**config.mk**
```make
export PLATFORM = sky130hd
export DESIGN_NAME = asram_ctrl
export DESIGN_NICKNAME = d
export VERILOG_FILES = /design/src/rtl/asram_pkg.sv /design/src/rtl/asram_phase_cnt.sv /design/src/rtl/asram_lane_sel.sv /design/src/rtl/asram_ctrl.sv
export SDC_FILE = /design/constraint.sdc
export NUM_CORES = 1
export LEC_CHECK = 0
export BUFFER_PORTS_ARGS = -buffer_cell sky130_fd_sc_hd__buf_2
export CORE_MARGIN = 5
export CORE_UTILIZATION = 47
export DETAILED_ROUTE_END_ITERATION = 8
export MAX_ROUTING_LAYER = met4
export PLACE_DENSITY = 0.8
export SLEW_MARGIN = 25
export SYNTH_ARGS = -nofsm -noshare
export SYNTH_HDL_FRONTEND = slang
export SYNTH_SLANG_ARGS = --single-unit
```
**constraint.sdc**
```tcl
create_clock -name clk -period 1.9 [get_ports clk]
set_input_delay 0.38 -clock clk [delete_from_list [all_inputs] [get_ports clk]]
set_output_delay 0.38 -clock clk [all_outputs]
set_load 0.05 [all_outputs]
```
**src/rtl/asram_pkg.sv**
```systemverilog
package asram_pkg;

  typedef enum logic [2:0] {
    ST_IDLE,
    ST_WSETUP,
    ST_WSTROBE,
    ST_RDACC,
    ST_TURN
  } asram_state_e;

  // clocks needed to cover a time limit
  function automatic int ns_to_clk(input int ns, input int period_ns);
    return (ns + period_ns - 1) / period_ns;
  endfunction

  function automatic int imax(input int a, input int b);
    return (a > b) ? a : b;
  endfunction

endpackage

```
**src/rtl/asram_phase_cnt.sv**
```systemverilog
module asram_phase_cnt #(
  parameter int CNT_W = 3
) (
  input  logic             clk,
  input  logic             rst_n,
  input  logic             load,
  input  logic [CNT_W-1:0] load_val,
  output logic             cnt_zero
);

  logic [CNT_W-1:0] cnt_q;

  always_ff @(posedge clk or negedge rst_n) begin
    if (!rst_n)         cnt_q <= '0;
    else if (load)      cnt_q <= load_val;
    else if (cnt_q != 0) cnt_q <= cnt_q - 1'b1;
  end

  assign cnt_zero = (cnt_q == '0);

  // phase counter steps down by one per clock
  tick_down_chk: assert property (@(posedge clk) disable iff (!rst_n)
    (!load && !cnt_zero) |=> (cnt_q == $past(cnt_q) - 1'b1));

endmodule

```
**src/rtl/asram_lane_sel.sv**
```systemverilog
module asram_lane_sel #(
  parameter int LANES = 2
) (
  input  logic             active,
  input  logic [LANES-1:0] lane_en,
  output logic [LANES-1:0] sel_n
);

  for (genvar i = 0; i < LANES; i++) begin : g_lane
    assign sel_n[i] = ~(active & lane_en[i]);
  end

endmodule

```
**src/rtl/asram_ctrl.sv**
```systemverilog
module asram_ctrl
  import asram_pkg::*;
#(
  parameter int ADDR_W   = 18,
  parameter int DATA_W   = 16,
  parameter int CLK_NS   = 10,
  parameter int T_AA_NS  = 55,
  parameter int T_OE_NS  = 30,
  parameter int T_WP_NS  = 45,
  parameter int T_WHZ_NS = 20,
  parameter int T_DW_NS  = 25
) (
  input  logic                    clk,
  input  logic                    rst_n,
  input  logic                    req_valid,
  output logic                    req_ready,
  input  logic                    req_write,
  input  logic [ADDR_W-1:0]       req_addr,
  input  logic [DATA_W-1:0]       req_wdata,
  input  logic [DATA_W/8-1:0]     req_mask,
  output logic                    rd_valid,
  output logic [DATA_W-1:0]       rd_data,
  output logic [ADDR_W-1:0]       mem_addr,
  output logic                    mem_ce_n,
  output logic                    mem_we_n,
  output logic                    mem_oe_n,
  output logic [DATA_W/8-1:0]     mem_bsel_n,
  output logic [DATA_W-1:0]       mem_dout,
  output logic                    mem_dout_en,
  input  logic [DATA_W-1:0]       mem_din
);

  localparam int LANES  = DATA_W / 8;
  localparam int RD_CYC = imax(ns_to_clk(T_AA_NS, CLK_NS), ns_to_clk(T_OE_NS, CLK_NS));
  localparam int WR_CYC = imax(ns_to_clk(T_WP_NS, CLK_NS), ns_to_clk(T_WHZ_NS + T_DW_NS, CLK_NS));
  localparam int CNT_W  = $clog2(imax(RD_CYC, WR_CYC) + 1);

  asram_state_e       state_q;
  logic [ADDR_W-1:0]  addr_q;
  logic [DATA_W-1:0]  wdata_q;
  logic [LANES-1:0]   mask_q;
  logic               cnt_zero;
  logic               cnt_load;
  logic [CNT_W-1:0]   cnt_val;
  logic               accept;
  logic               busy;

  assign req_ready = (state_q == ST_IDLE);
  assign accept    = req_ready && req_valid;

  assign cnt_load = (accept && !req_write) || (state_q == ST_WSETUP);
  assign cnt_val  = (state_q == ST_WSETUP) ? CNT_W'(WR_CYC - 1) : CNT_W'(RD_CYC - 1);

  asram_phase_cnt #(.CNT_W(CNT_W)) i_cnt (
    .clk      (clk),
    .rst_n    (rst_n),
    .load     (cnt_load),
    .load_val (cnt_val),
    .cnt_zero (cnt_zero)
  );

  always_ff @(posedge clk or negedge rst_n) begin
    if (!rst_n) begin
      state_q  <= ST_IDLE;
      addr_q   <= '0;
      wdata_q  <= '0;
      mask_q   <= '0;
      rd_valid <= 1'b0;
      rd_data  <= '0;
    end else begin
      rd_valid <= 1'b0;
      unique case (state_q)
        ST_IDLE: if (accept) begin
          addr_q  <= req_addr;
          wdata_q <= req_wdata;
          mask_q  <= req_mask;
          state_q <= req_write ? ST_WSETUP : ST_RDACC;
        end
        ST_WSETUP:  state_q <= ST_WSTROBE;
        ST_WSTROBE: if (cnt_zero) state_q <= ST_TURN;
        ST_RDACC: if (cnt_zero) begin
          rd_data  <= mem_din;
          rd_valid <= 1'b1;
          state_q  <= ST_TURN;
        end
        ST_TURN:    state_q <= ST_IDLE;
        default:    state_q <= ST_IDLE;
      endcase
    end
  end

  assign busy        = (state_q == ST_WSETUP) || (state_q == ST_WSTROBE) || (state_q == ST_RDACC);
  assign mem_ce_n    = ~busy;
  assign mem_we_n    = (state_q != ST_WSTROBE);
  assign mem_oe_n    = (state_q != ST_RDACC);
  assign mem_dout_en = (state_q == ST_WSTROBE);
  assign mem_dout    = wdata_q;
  assign mem_addr    = addr_q;

  asram_lane_sel #(.LANES(LANES)) i_lanes (
    .active  (busy),
    .lane_en (mask_q),
    .sel_n   (mem_bsel_n)
  );


  ready_idle_chk: assert property (@(posedge clk) disable iff (!rst_n)
    req_ready |-> (mem_ce_n && mem_we_n && mem_oe_n));


  no_contention_chk: assert property (@(posedge clk) disable iff (!rst_n)
    mem_dout_en |-> (!mem_we_n && mem_oe_n));


  addr_hold_chk: assert property (@(posedge clk) disable iff (!rst_n)
    (!mem_ce_n && $past(!mem_ce_n)) |-> $stable(mem_addr));


  read_strobe_chk: assert property (@(posedge clk) disable iff (!rst_n)
    !mem_oe_n |-> (!mem_ce_n && mem_we_n));


  rvalid_pulse_chk: assert property (@(posedge clk) disable iff (!rst_n)
    rd_valid |=> !rd_valid);


  turn_before_ready_chk: assert property (@(posedge clk) disable iff (!rst_n)
    $rose(req_ready) |-> $past(mem_ce_n && mem_we_n && mem_oe_n));

endmodule

```
# Word level (Yosys, flattened, before mapping)
# Index checks and enable logic that the tools add are counted.
[totals]
register_bits = 59
latch_bits = 0
ram_bits = 0
mem_bits_ro = 0
input_bits = 56
out_inout_bits = 58
word_cells = 43
memories = 0
[op_classes]
n_addsub = 1
mul = 0
n_div = 0
order_cmp = 0
n_eq_ne = 7
shift = 0
mux = 9
bitwise = 5
reduce_logical = 14
[op_table]
columns = ["cell", "n"]
rows = [
  ["2-to-1 mux 3 bit", 4],
  ["one-hot mux 3 bit (3 select lines)", 1],
  ["== test 3 x 2 -> 1 bit (second input constant)", 2],
  ["logical NOT 3 bit", 2],
  ["!= test 3 x 2 -> 1 bit (second input constant)", 2],
  ["AND reduction 2 bit", 3],
  ["!= test 2 x 1 -> 1 bit (second input constant)", 2],
  ["== test 3 x 1 -> 1 bit (second input constant)", 1],
  ["logical OR 1 bit", 3],
  ["2-to-1 mux 1 bit", 3],
  ["NOT 1 bit", 3],
  ["nonzero test 3 bit", 1],
  ["subtractor 3 x 1 -> 3 bit (second input constant)", 1],
  ["AND 1 bit", 2],
  ["logical AND 1 bit", 2],
  ["2-to-1 mux 2 bit", 1],
  ["nonzero test 2 bit", 1],
  ["OR reduction 2 bit", 1],
  ["logical NOT 1 bit", 1],
]

# Depth between registers and ports, before layout
# Gate-level depths: netlist of the first run.
[logic_depth]
depth_word = 5
depth_mapped = 7
mapped_depth_nobuf = 5

# Modules after synthesis
# From an unflattened synthesis of the first run, not the netlist that was laid out.
[hier_totals]
cells_unflattened = 161
area_unflattened_um2 = 2408.6
[modules_own_cells]
columns = ["mod", "instances", "cells_each", "area_each_um2", "seq_area_each_um2"]
rows = [
  ["asram_ctrl", 1, 138, 2199.6, 1401.3],
  ["asram_phase_cnt", 1, 21, 201.4, 75.1],
  ["asram_lane_sel", 1, 2, 7.5, 0.0],
]

# Least setup slack after synthesis of the first run
# OpenSTA, ideal clock, no wires.
[synth_path]
path_kind = "register to output"
from = "reg state_q[0]"
to = "out req_ready"
arrival_ns = 1.550
t_required_ns = 1.520
setup_slack_ns = -0.030
stages_incl_launch_ff = 2
n_path_buf = 0
path_cell_list = "dfrtp_1 -> nor3_1"
[synth_via]
elab_chain_len = 1
[synth_lines]
columns = ["item", "line", "source"]
rows = [
  ["start, declared", "asram_ctrl.sv:38", "asram_state_e state_q;"],
  ["start signal, assigned", "asram_ctrl.sv:77", "state_q <= req_write ? ST_WSETUP : ST_RDACC;"],
  ["logical NOT 3 bit", "asram_ctrl.sv:48", "assign req_ready = (state_q == ST_IDLE);"],
  ["end, declared", "asram_ctrl.sv:16", "output logic req_ready,"],
]
# No other way between the ends.

# Final worst setup path of the first run
[layout_path]
from = "reg state_q[2]"
to = "out mem_we_n"
[layout_via]
elab_chain_len = 1
[layout_lines]
columns = ["item", "line", "source"]
rows = [
  ["!= test 3 x 2 -> 1 bit", "asram_ctrl.sv:94", "assign mem_we_n = (state_q != ST_WSTROBE);"],
  ["end, declared", "asram_ctrl.sv:25", "output logic mem_we_n,"],
]
# No other way between the ends.

==> results of run 1 <==
what timing repair did:
item / CTS / global route
setup endpoints to repair: 1 / 2
gates resized for setup: 1 / 2
buffers inserted: 0 / 1
cell usage in the layout (no fill, tap or decap), types with 2 or more instances in the layout:
cell / n
nor2_1: 5
buf_12: 3
clkinvlp_4: 2
mux2_4: 39
inv_1: 4
o21ai_0: 2
clkbuf_8: 9
buf_2: 112
nand2_1: 5
ha_1: 2
mux2_2: 13
buf_4: 5
nand2b_1: 2
clkbuf_1: 2
clkinv_2: 3
dfrtp_1: 59
sequential cells by signal (all words and copies together), names as in the netlist:
register and count:
rd_data 16, mem_dout 16, rd_valid 1, state_q 3, i_cnt.cnt_q 3, mem_addr 18
mask_q 2
metal layers:
layer,vias to the layer above,GRT usage (%),share of wire (%)
met3,9,4.36,6.5
li1,771,-,-
met5,-,-,0
met1,779,19.6,42
met4,0,6.98,1.5
met2,65,25.0,50
layout make-up:
class	count	share of cell area (%)
Sequential cell	59	44.0
Multi-Input combinational cell	81	28.0
Timing Repair Buffer	121	20.0
Clock buffer	11	3.92
Tap cell	70	2.61
Clock inverter	5	0.896
Inverter	5	0.560
critical path, cell delays in order, from the launching register on:
cell and delay, ps:
dfrtp_1 380, or2b_1 240, or2_2 300, buf_2 220
cells by family after synthesis:
| logic type | share of synthesized area (%) |
|---|---|
| and+or+nand+nor | 4.67 |
| adders and majority gates | 0.994 |
| DFF | 58.6 |
| AOI/OAI and AO/OA | 1.29 |
| xor gates and xnor gates | 0.348 |
| buffers and inverters | 4.57 |
| muxes | 29.5 |
through the flow:
stage	cell area, um^2	cells	hold slack [ps]
global placement	3180	335	405
global route	3350	352	63.7
floorplan	2520	151	84.4
detailed placement	3180	335	409
CTS	3340	351	57.1
finish	3350	352	57.8
final timing paths:
check	startpoint	to	slack (ps)
max	state_q[2]$_DFFE_PN0P_	mem_we_n	60
min	rst_n	mem_addr[10]$_DFFE_PN0P_	60
max reg2reg	state_q[0]$_DFFE_PN0P_	mem_dout[14]$_DFFE_PN0P_	280
min reg2reg	rd_data[11]$_DFFE_PN0P_	rd_data[11]$_DFFE_PN0P_	500
max in group asynchronous	rst_n	rd_data[12]$_DFFE_PN0P_	1600
min in group clk	req_wdata[11]	mem_dout[11]$_DFFE_PN0P_	290
==> flow_metrics.env, run 1 <==
export IMPL_cap_violations=0
export IMPL_crit_fanout=2
export IMPL_slew_viol_final=0
export IMPL_synth_nets=209
export IMPL_cts_max_path_buffers=2
export IMPL_ant_nets=0
export IMPL_htreeDepth=3
export IMPL_vias=1624
export IMPL_crit_type="flop to output pin"
export IMPL_firstDrtPassIters=4
export IMPL_drc=0
export IMPL_fin_crit_sh_pct=96.6
export IMPL_rsz0062_at_grt="no"
export IMPL_first_global_vias=1723
export IMPL_fin_nets=335
export IMPL_hp_class="input pin to asynchronous set/reset pin"
export IMPL_gp_congestion=0.823
export IMPL_grt_max_degree=60
export IMPL_fill_cells=409
export IMPL_layout_area_seq_um2=1480
export IMPL_status="finished clean"
export IMPL_ys_types=25
export IMPL_overflow=0
export IMPL_std_cell_rows=26
export IMPL_avgSynthCellArea_um2=16.7
export IMPL_io_buffer_count=113
export IMPL_synth_most_common_cell="dfrtp_1"
export IMPL_first_iter_violations=47
export IMPL_synth_flop_cell="dfrtp_1"
export IMPL_final_util_pct=65.2
export IMPL_dpl_hpwl_um=3920
export IMPL_skew_ps=4.88
export IMPL_fmaxAchievable_ghz=0.545
export IMPL_vias_per_cell=4.61
export IMPL_grt_pass1_wl_um=8600
export IMPL_start_util_pct=49.0
export IMPL_clock_sinks=59
export IMPL_synth_area_leaders="dfrtp_1, mux2_4, mux2_2"
export IMPL_critPathCaptureType="output pin"
export IMPL_post_route_min_period_ps=1840
export IMPL_yosysWarningCount=0
export IMPL_crit_arrival_ps=1460
export IMPL_hold_violations=0
export IMPL_startpoint_type="flop"
export IMPL_yosys_area_top_type="dfrtp_1"
export IMPL_reg2regPathDepth=3
export IMPL_synth_top_area_share_pct=58.6
export IMPL_clk_latency_ps=320
export IMPL_finalWorstSetupSlack_ps=64.0
export IMPL_synth_commonest_cells="dfrtp_1, mux2_4, mux2_2"
export IMPL_cts_tree="built"
export IMPL_crit_required_ps=1520
export IMPL_die_h_um=83.2
export IMPL_setup_tns_ps=0
export IMPL_path_clk_slew_ps=60
export IMPL_setup_violations=0
export IMPL_antenna_found_initial=0
export IMPL_synth_async_reset_ratio_pct=100
export IMPL_ios=114
export IMPL_antennaDiodeCount=0
export IMPL_clock_root_buffer="clkbuf_8"
export IMPL_synth_area_um2=2520
export IMPL_die_w_um=83.2
export IMPL_netlist_instances=151
export IMPL_drive_gt1_share_pct=68.4
export IMPL_place_ws_ps=288
export IMPL_die_area_um2=6920
export IMPL_yosysSeqAreaShare_pct=58.6
export IMPL_routed_wirelength_um=5280
export IMPL_cts_buffers=9
export IMPL_area_delta_synth_final_pct=33.2
export IMPL_ys_ff_latch=59
export IMPL_wl_per_cell_um=15.0
export IMPL_track_usage_pct=16.0
export IMPL_timing_slew_headroom_pct=76.7
export IMPL_synth_edf_count=0
export IMPL_core_area_um2=5140
export IMPL_worst_pin_slew_ps=346
export IMPL_multiInputGateArea_um2=940
export IMPL_hold_buffers=0
Power of run 1 is left out: the tool's default activity adds up to more than one toggle a clock period on the data nets, which glitch-free logic cannot reach.
==> run 2, diff against run 1 <==
--- a/config.mk
+++ b/config.mk
@@ -11,6 +11,7 @@
 export DETAILED_ROUTE_END_ITERATION = 8
 export MAX_ROUTING_LAYER = met4
 export PLACE_DENSITY = 0.8
+export SETUP_SLACK_MARGIN = 0.2
 export SLEW_MARGIN = 25
 export SYNTH_ARGS = -nofsm -noshare
 export SYNTH_HDL_FRONTEND = slang
==> flow_metrics.env, run 2 (same netlist as run 1, synthesis figures left out) <==
export IMPL_status="finished clean"
export IMPL_first_iter_violations=57
export IMPL_setup_tns_ps=0
export IMPL_largest_reg_flops=18
export IMPL_io_buffer_count=113
export IMPL_cp_slowest_cell="dfrtp_2"
export IMPL_htreeDepth=3
export IMPL_path_clk_slew_ps=60
export IMPL_slew_viol_final=0
export IMPL_crit_type="flop to output pin"
export IMPL_overflow=0
export IMPL_die_h_um=83.2
export IMPL_max_stage_delay_ps=400
export IMPL_hold_buffers=0
export IMPL_fin_crit_sh_pct=94.7
export IMPL_first_global_vias=1812
export IMPL_drive_gt1_share_pct=70.4
export IMPL_firstDrtPassIters=4
export IMPL_gp_congestion=0.720
export IMPL_setup_violations=0
export IMPL_antennaDiodeCount=0
export IMPL_cap_violations=0
export IMPL_area_delta_synth_final_pct=37.1
export IMPL_crit_fanout=2
export IMPL_cts_tree="built"
export IMPL_grt_pass1_wl_um=8580
export IMPL_path_cells="or2b_1, or2_4, clkinvlp_4, buf_8"
export IMPL_cts_max_path_buffers=2
export IMPL_crit_arrival_ps=1420
export IMPL_routed_wirelength_um=5180
export IMPL_ios=114
export IMPL_clk_latency_ps=320
export IMPL_dpl_hpwl_um=3730
export IMPL_critPathCaptureType="output pin"
export IMPL_worst_pin_slew_ps=330
export IMPL_timing_slew_headroom_pct=77.7
export IMPL_fmaxAchievable_ghz=0.556
export IMPL_post_route_min_period_ps=1800
export IMPL_track_usage_pct=15.9
export IMPL_antenna_found_initial=0
export IMPL_hp_class="input pin to asynchronous set/reset pin"
export IMPL_fill_cells=382
export IMPL_startpoint_type="flop"
export IMPL_die_w_um=83.2
export IMPL_crit_buf_inv=2
export IMPL_drc=0
export IMPL_layout_commonest_cell="buf_2"
export IMPL_layout_area_seq_um2=1480
export IMPL_grt_max_degree=60
export IMPL_critPathTopFamily="simple AND/OR/NAND/NOR gates"
export IMPL_vias=1616
export IMPL_skew_ps=8.47
export IMPL_fin_nets=338
export IMPL_cts_buffers=9
export IMPL_vias_per_cell=4.56
export IMPL_core_area_um2=5140
export IMPL_crit_required_ps=1520
export IMPL_clock_root_buffer="clkbuf_8"
export IMPL_std_cell_rows=26
export IMPL_clock_sinks=59
export IMPL_ant_nets=0
export IMPL_final_util_pct=67.2
export IMPL_die_area_um2=6920
export IMPL_start_util_pct=49.0
export IMPL_most_common_layout_cells="buf_2, dfrtp_1, mux2_4"
export IMPL_hold_violations=0
export IMPL_rsz0062_at_grt="yes"
export IMPL_multiInputGateArea_um2=953
export IMPL_wl_per_cell_um=14.6
==> run 2: cell types whose count changed in the layout (fill, tap and decap cells not counted), moves of 2 or more <==
cell and delta:
buf_2 -6, buf_4 +5, clkbuf_8 +3, dfrtp_1 -3, dfrtp_2 +3, buf_6 +2, buf_8 +2
==> run 2: final cells by class <==
cell class / count / area share [%]
flip-flops and latches: 59 / 42.9
inverters: 5 / 0.652
well taps: 70 / 2.54
clock buffers: 13 / 4.89
repair buffers: 124 / 21.1
clock inverters: 2 / 0.290
multi-input cells: 81 / 27.6
==> run 2: per-stage QoR <==
| step | instance area [um^2] | instances | setup slack [ps] | hold slack, ps |
|---|---|---|---|---|
| floorplan | 2540 | 151 | 255 | 84.4 |
| global placement | 3190 | 334 | 258 | 404 |
| detailed placement | 3190 | 334 | 238 | 413 |
| CTS | 3440 | 353 | 94.9 | 54.3 |
| global route | 3450 | 354 | 47.3 | 75.2 |
| finish | 3450 | 354 | 101 | 46.7 |
==> run 2: layer usage <==
layer  vias to the layer above  share of wire (%)  track usage [%]  wire (um)
met3                         7                5.9             4.46        304
li1                        779                  -                -          -
met1                       772                 40             18.3       2090
met2                        58                 53             26.1       2730
met4                         0                1.1             6.98         56
met5                         -                  0                -          0
==> run 2: final timing paths <==
kind	start	slack, ps	to	cells past startpoint
worst max-delay path	state_q[2]$_DFFE_PN0P_	100	mem_dout_en	4
worst min-delay path	rst_n	50	mem_addr[1]$_DFFE_PN0P_	2
worst max register to register	state_q[1]$_DFFE_PN0P_	240	mem_dout[11]$_DFFE_PN0P_	4
worst min register to register	rd_data[14]$_DFFE_PN0P_	500	rd_data[14]$_DFFE_PN0P_	1
max in group asynchronous	rst_n	1570	i_cnt.cnt_q[2]$_DFFE_PN0P_	2
min in group clk	req_addr[12]	280	mem_addr[12]$_DFFE_PN0P_	2
==> run 2: timing repair <==
item	in CTS	in global routing
resized for setup	17	1
buffers inserted	4	1
setup endpoints to repair	7	6
Power of run 2 is left out for the same reason.
==> run 3, diff against run 2 <==
--- a/config.mk
+++ b/config.mk
@@ -7,10 +7,10 @@
 export LEC_CHECK = 0
 export BUFFER_PORTS_ARGS = -buffer_cell sky130_fd_sc_hd__buf_2
 export CORE_MARGIN = 5
-export CORE_UTILIZATION = 47
+export CORE_UTILIZATION = 50
 export DETAILED_ROUTE_END_ITERATION = 8
 export MAX_ROUTING_LAYER = met4
-export PLACE_DENSITY = 0.8
+export PLACE_DENSITY = 0.84
 export SETUP_SLACK_MARGIN = 0.2
 export SLEW_MARGIN = 25
 export SYNTH_ARGS = -nofsm -noshare
==> constraint.sdc (replaced) <==
create_clock -name clk -period 2.24 [get_ports clk]
set_input_delay 0.448 -clock clk [delete_from_list [all_inputs] [get_ports clk]]
set_output_delay 0.448 -clock clk [all_outputs]
set_load 0.05 [all_outputs]
==> flow_metrics.env, run 3 (same netlist as run 1, synthesis figures left out) <==
export IMPL_antennaDiodeCount=0
export IMPL_start_util_pct=52.3
export IMPL_worst_pin_slew_ps=705
export IMPL_fin_crit_sh_pct=88.7
export IMPL_timing_slew_headroom_pct=53.0
export IMPL_core_area_um2=4820
export IMPL_dp_cells=329
export IMPL_first_global_vias=1789
export IMPL_die_area_um2=6550
export IMPL_status="finished clean"
export IMPL_r2r_start="i_cnt.cnt_q[0]$_DFFE_PN0P_"
export IMPL_gp_congestion=0.785
export IMPL_wl_per_cell_um=15.2
export IMPL_rsz0062_at_grt="yes"
export IMPL_std_cell_rows=25
export IMPL_crit_required_ps=1790
export IMPL_grt_pass1_wl_um=8160
export IMPL_fill_cells=367
export IMPL_crit_type="flop to output pin"
export IMPL_first_iter_violations=39
export IMPL_cts_tree="built"
export IMPL_io_buffer_count=113
export IMPL_fmaxAchievable_ghz=0.503
export IMPL_largest_reg_flops=18
export IMPL_drc=0
export IMPL_overflow=0
export IMPL_track_usage_pct=17.1
export IMPL_vias=1656
export IMPL_die_w_um=81.0
export IMPL_routed_wirelength_um=5230
export IMPL_critPathCaptureType="output pin"
export IMPL_grt_max_degree=60
export IMPL_reg2reg_to="rd_data[1]$_DFFE_PN0P_"
export IMPL_startpoint_type="flop"
export IMPL_reg2regPathDepth=6
export IMPL_layout_commonest_cell="buf_2"
export IMPL_die_h_um=81.0
export IMPL_antenna_found_initial=0
export IMPL_path_clk_slew_ps=60
export IMPL_ios=114
export IMPL_area_delta_synth_final_pct=32.1
export IMPL_fin_nets=331
export IMPL_vias_per_cell=4.80
export IMPL_r2r_slack_ps=470
export IMPL_path_cells="or2b_1, or2_2, buf_2"
export IMPL_drive_gt1_share_pct=68.7
export IMPL_most_common_layout_cells="buf_2, dfrtp_1, mux2_4"
export IMPL_setup_violations=0
export IMPL_cap_violations=0
export IMPL_dpl_hpwl_um=3890
export IMPL_setup_tns_ps=0
export IMPL_post_route_min_period_ps=1990
export IMPL_crit_fanout=7
export IMPL_hp_class="input pin to asynchronous set/reset pin"
export IMPL_slew_viol_final=0
export IMPL_finalNonFillerCells=345
export IMPL_clock_root_buffer="clkbuf_8"
export IMPL_htreeDepth=3
export IMPL_cts_max_path_buffers=2
export IMPL_crit_arrival_ps=1540
export IMPL_clk_latency_ps=330
export IMPL_skew_ps=6.88
export IMPL_ant_nets=0
export IMPL_max_stage_delay_ps=450
export IMPL_clock_sinks=59
export IMPL_cts_buffers=9
export IMPL_hold_violations=0
export IMPL_hold_buffers=0
export IMPL_cp_slowest_cell="dfrtp_2"
export IMPL_firstDrtPassIters=4
## run 3: changes by cell type in the layout (fill, tap and decap cells not counted), moves of 2 or more
cell	previous run	this run
clkbuf_8	12	10
buf_4	10	3
buf_12	3	1
buf_6	3	1
buf_8	2	0
buf_2	106	112
## run 3: worst max path at each step
stage | startpoint | end | slack (ps)
final | state_q[2]$_DFFE_PN0P_ | mem_we_n | 250
after global routing | state_q[2]$_DFFE_PN0P_ | mem_we_n | 200
after CTS | state_q[2]$_DFFE_PN0P_ | mem_dout_en | 220
after detailed placement | i_cnt.cnt_q[0]$_DFFE_PN0P_ | rd_data[13]$_DFFE_PN0P_ | 450
after global placement | state_q[1]$_DFFE_PN0P_ | mem_dout_en | 480
after floorplan | state_q[0]$_DFFE_PN0P_ | req_ready | 240
## run 3: repair_timing
item | 4_1_cts | 5_1_grt
gates resized for setup | 3 | 2
pin swaps | 0 | 0
gates cloned | 0 | 0
setup buffers | 0 | 0
hold endpoints to repair | 0 | 0
endpoints found under the setup margin | 2 | 1
## run 3: through the flow
step	worst slack [ps]	cell area, um^2	hold WS (ps)	util [%]
2_1_floorplan	242	2520	152	-
3_3_place_gp	483	3120	487	64.8
3_5_place_dp	448	3120	488	64.8
4_1_cts	217	3320	281	68.9
5_1_grt	199	3320	335	69.0
6_report	252	3320	274	69.0
## run 3: per-layer routing
layer	share of wire, %	GRT usage, %
met4	1.5	8.95
met5	0	-
met1	40	19.0
met2	49	27.3
met3	9.5	5.65
## run 3: final cells by class
class                   count  area [um^2]  area share (%)
clock inverters             5         52.6            1.58
multi-input cells          81          935            28.1
repair buffers            117          614            18.5
inverters                   5         18.8           0.565
clock buffers              11          141            4.25
well taps                  67         83.8            2.52
flip-flops and latches     59         1480            44.5
## run 3: critical path: cells and delay by family, from the launching register on
family	cells	cell delay [ps]
buf+inv	1	220
simple gates	2	560
flops	1	450
Power of run 3 is left out for the same reason.
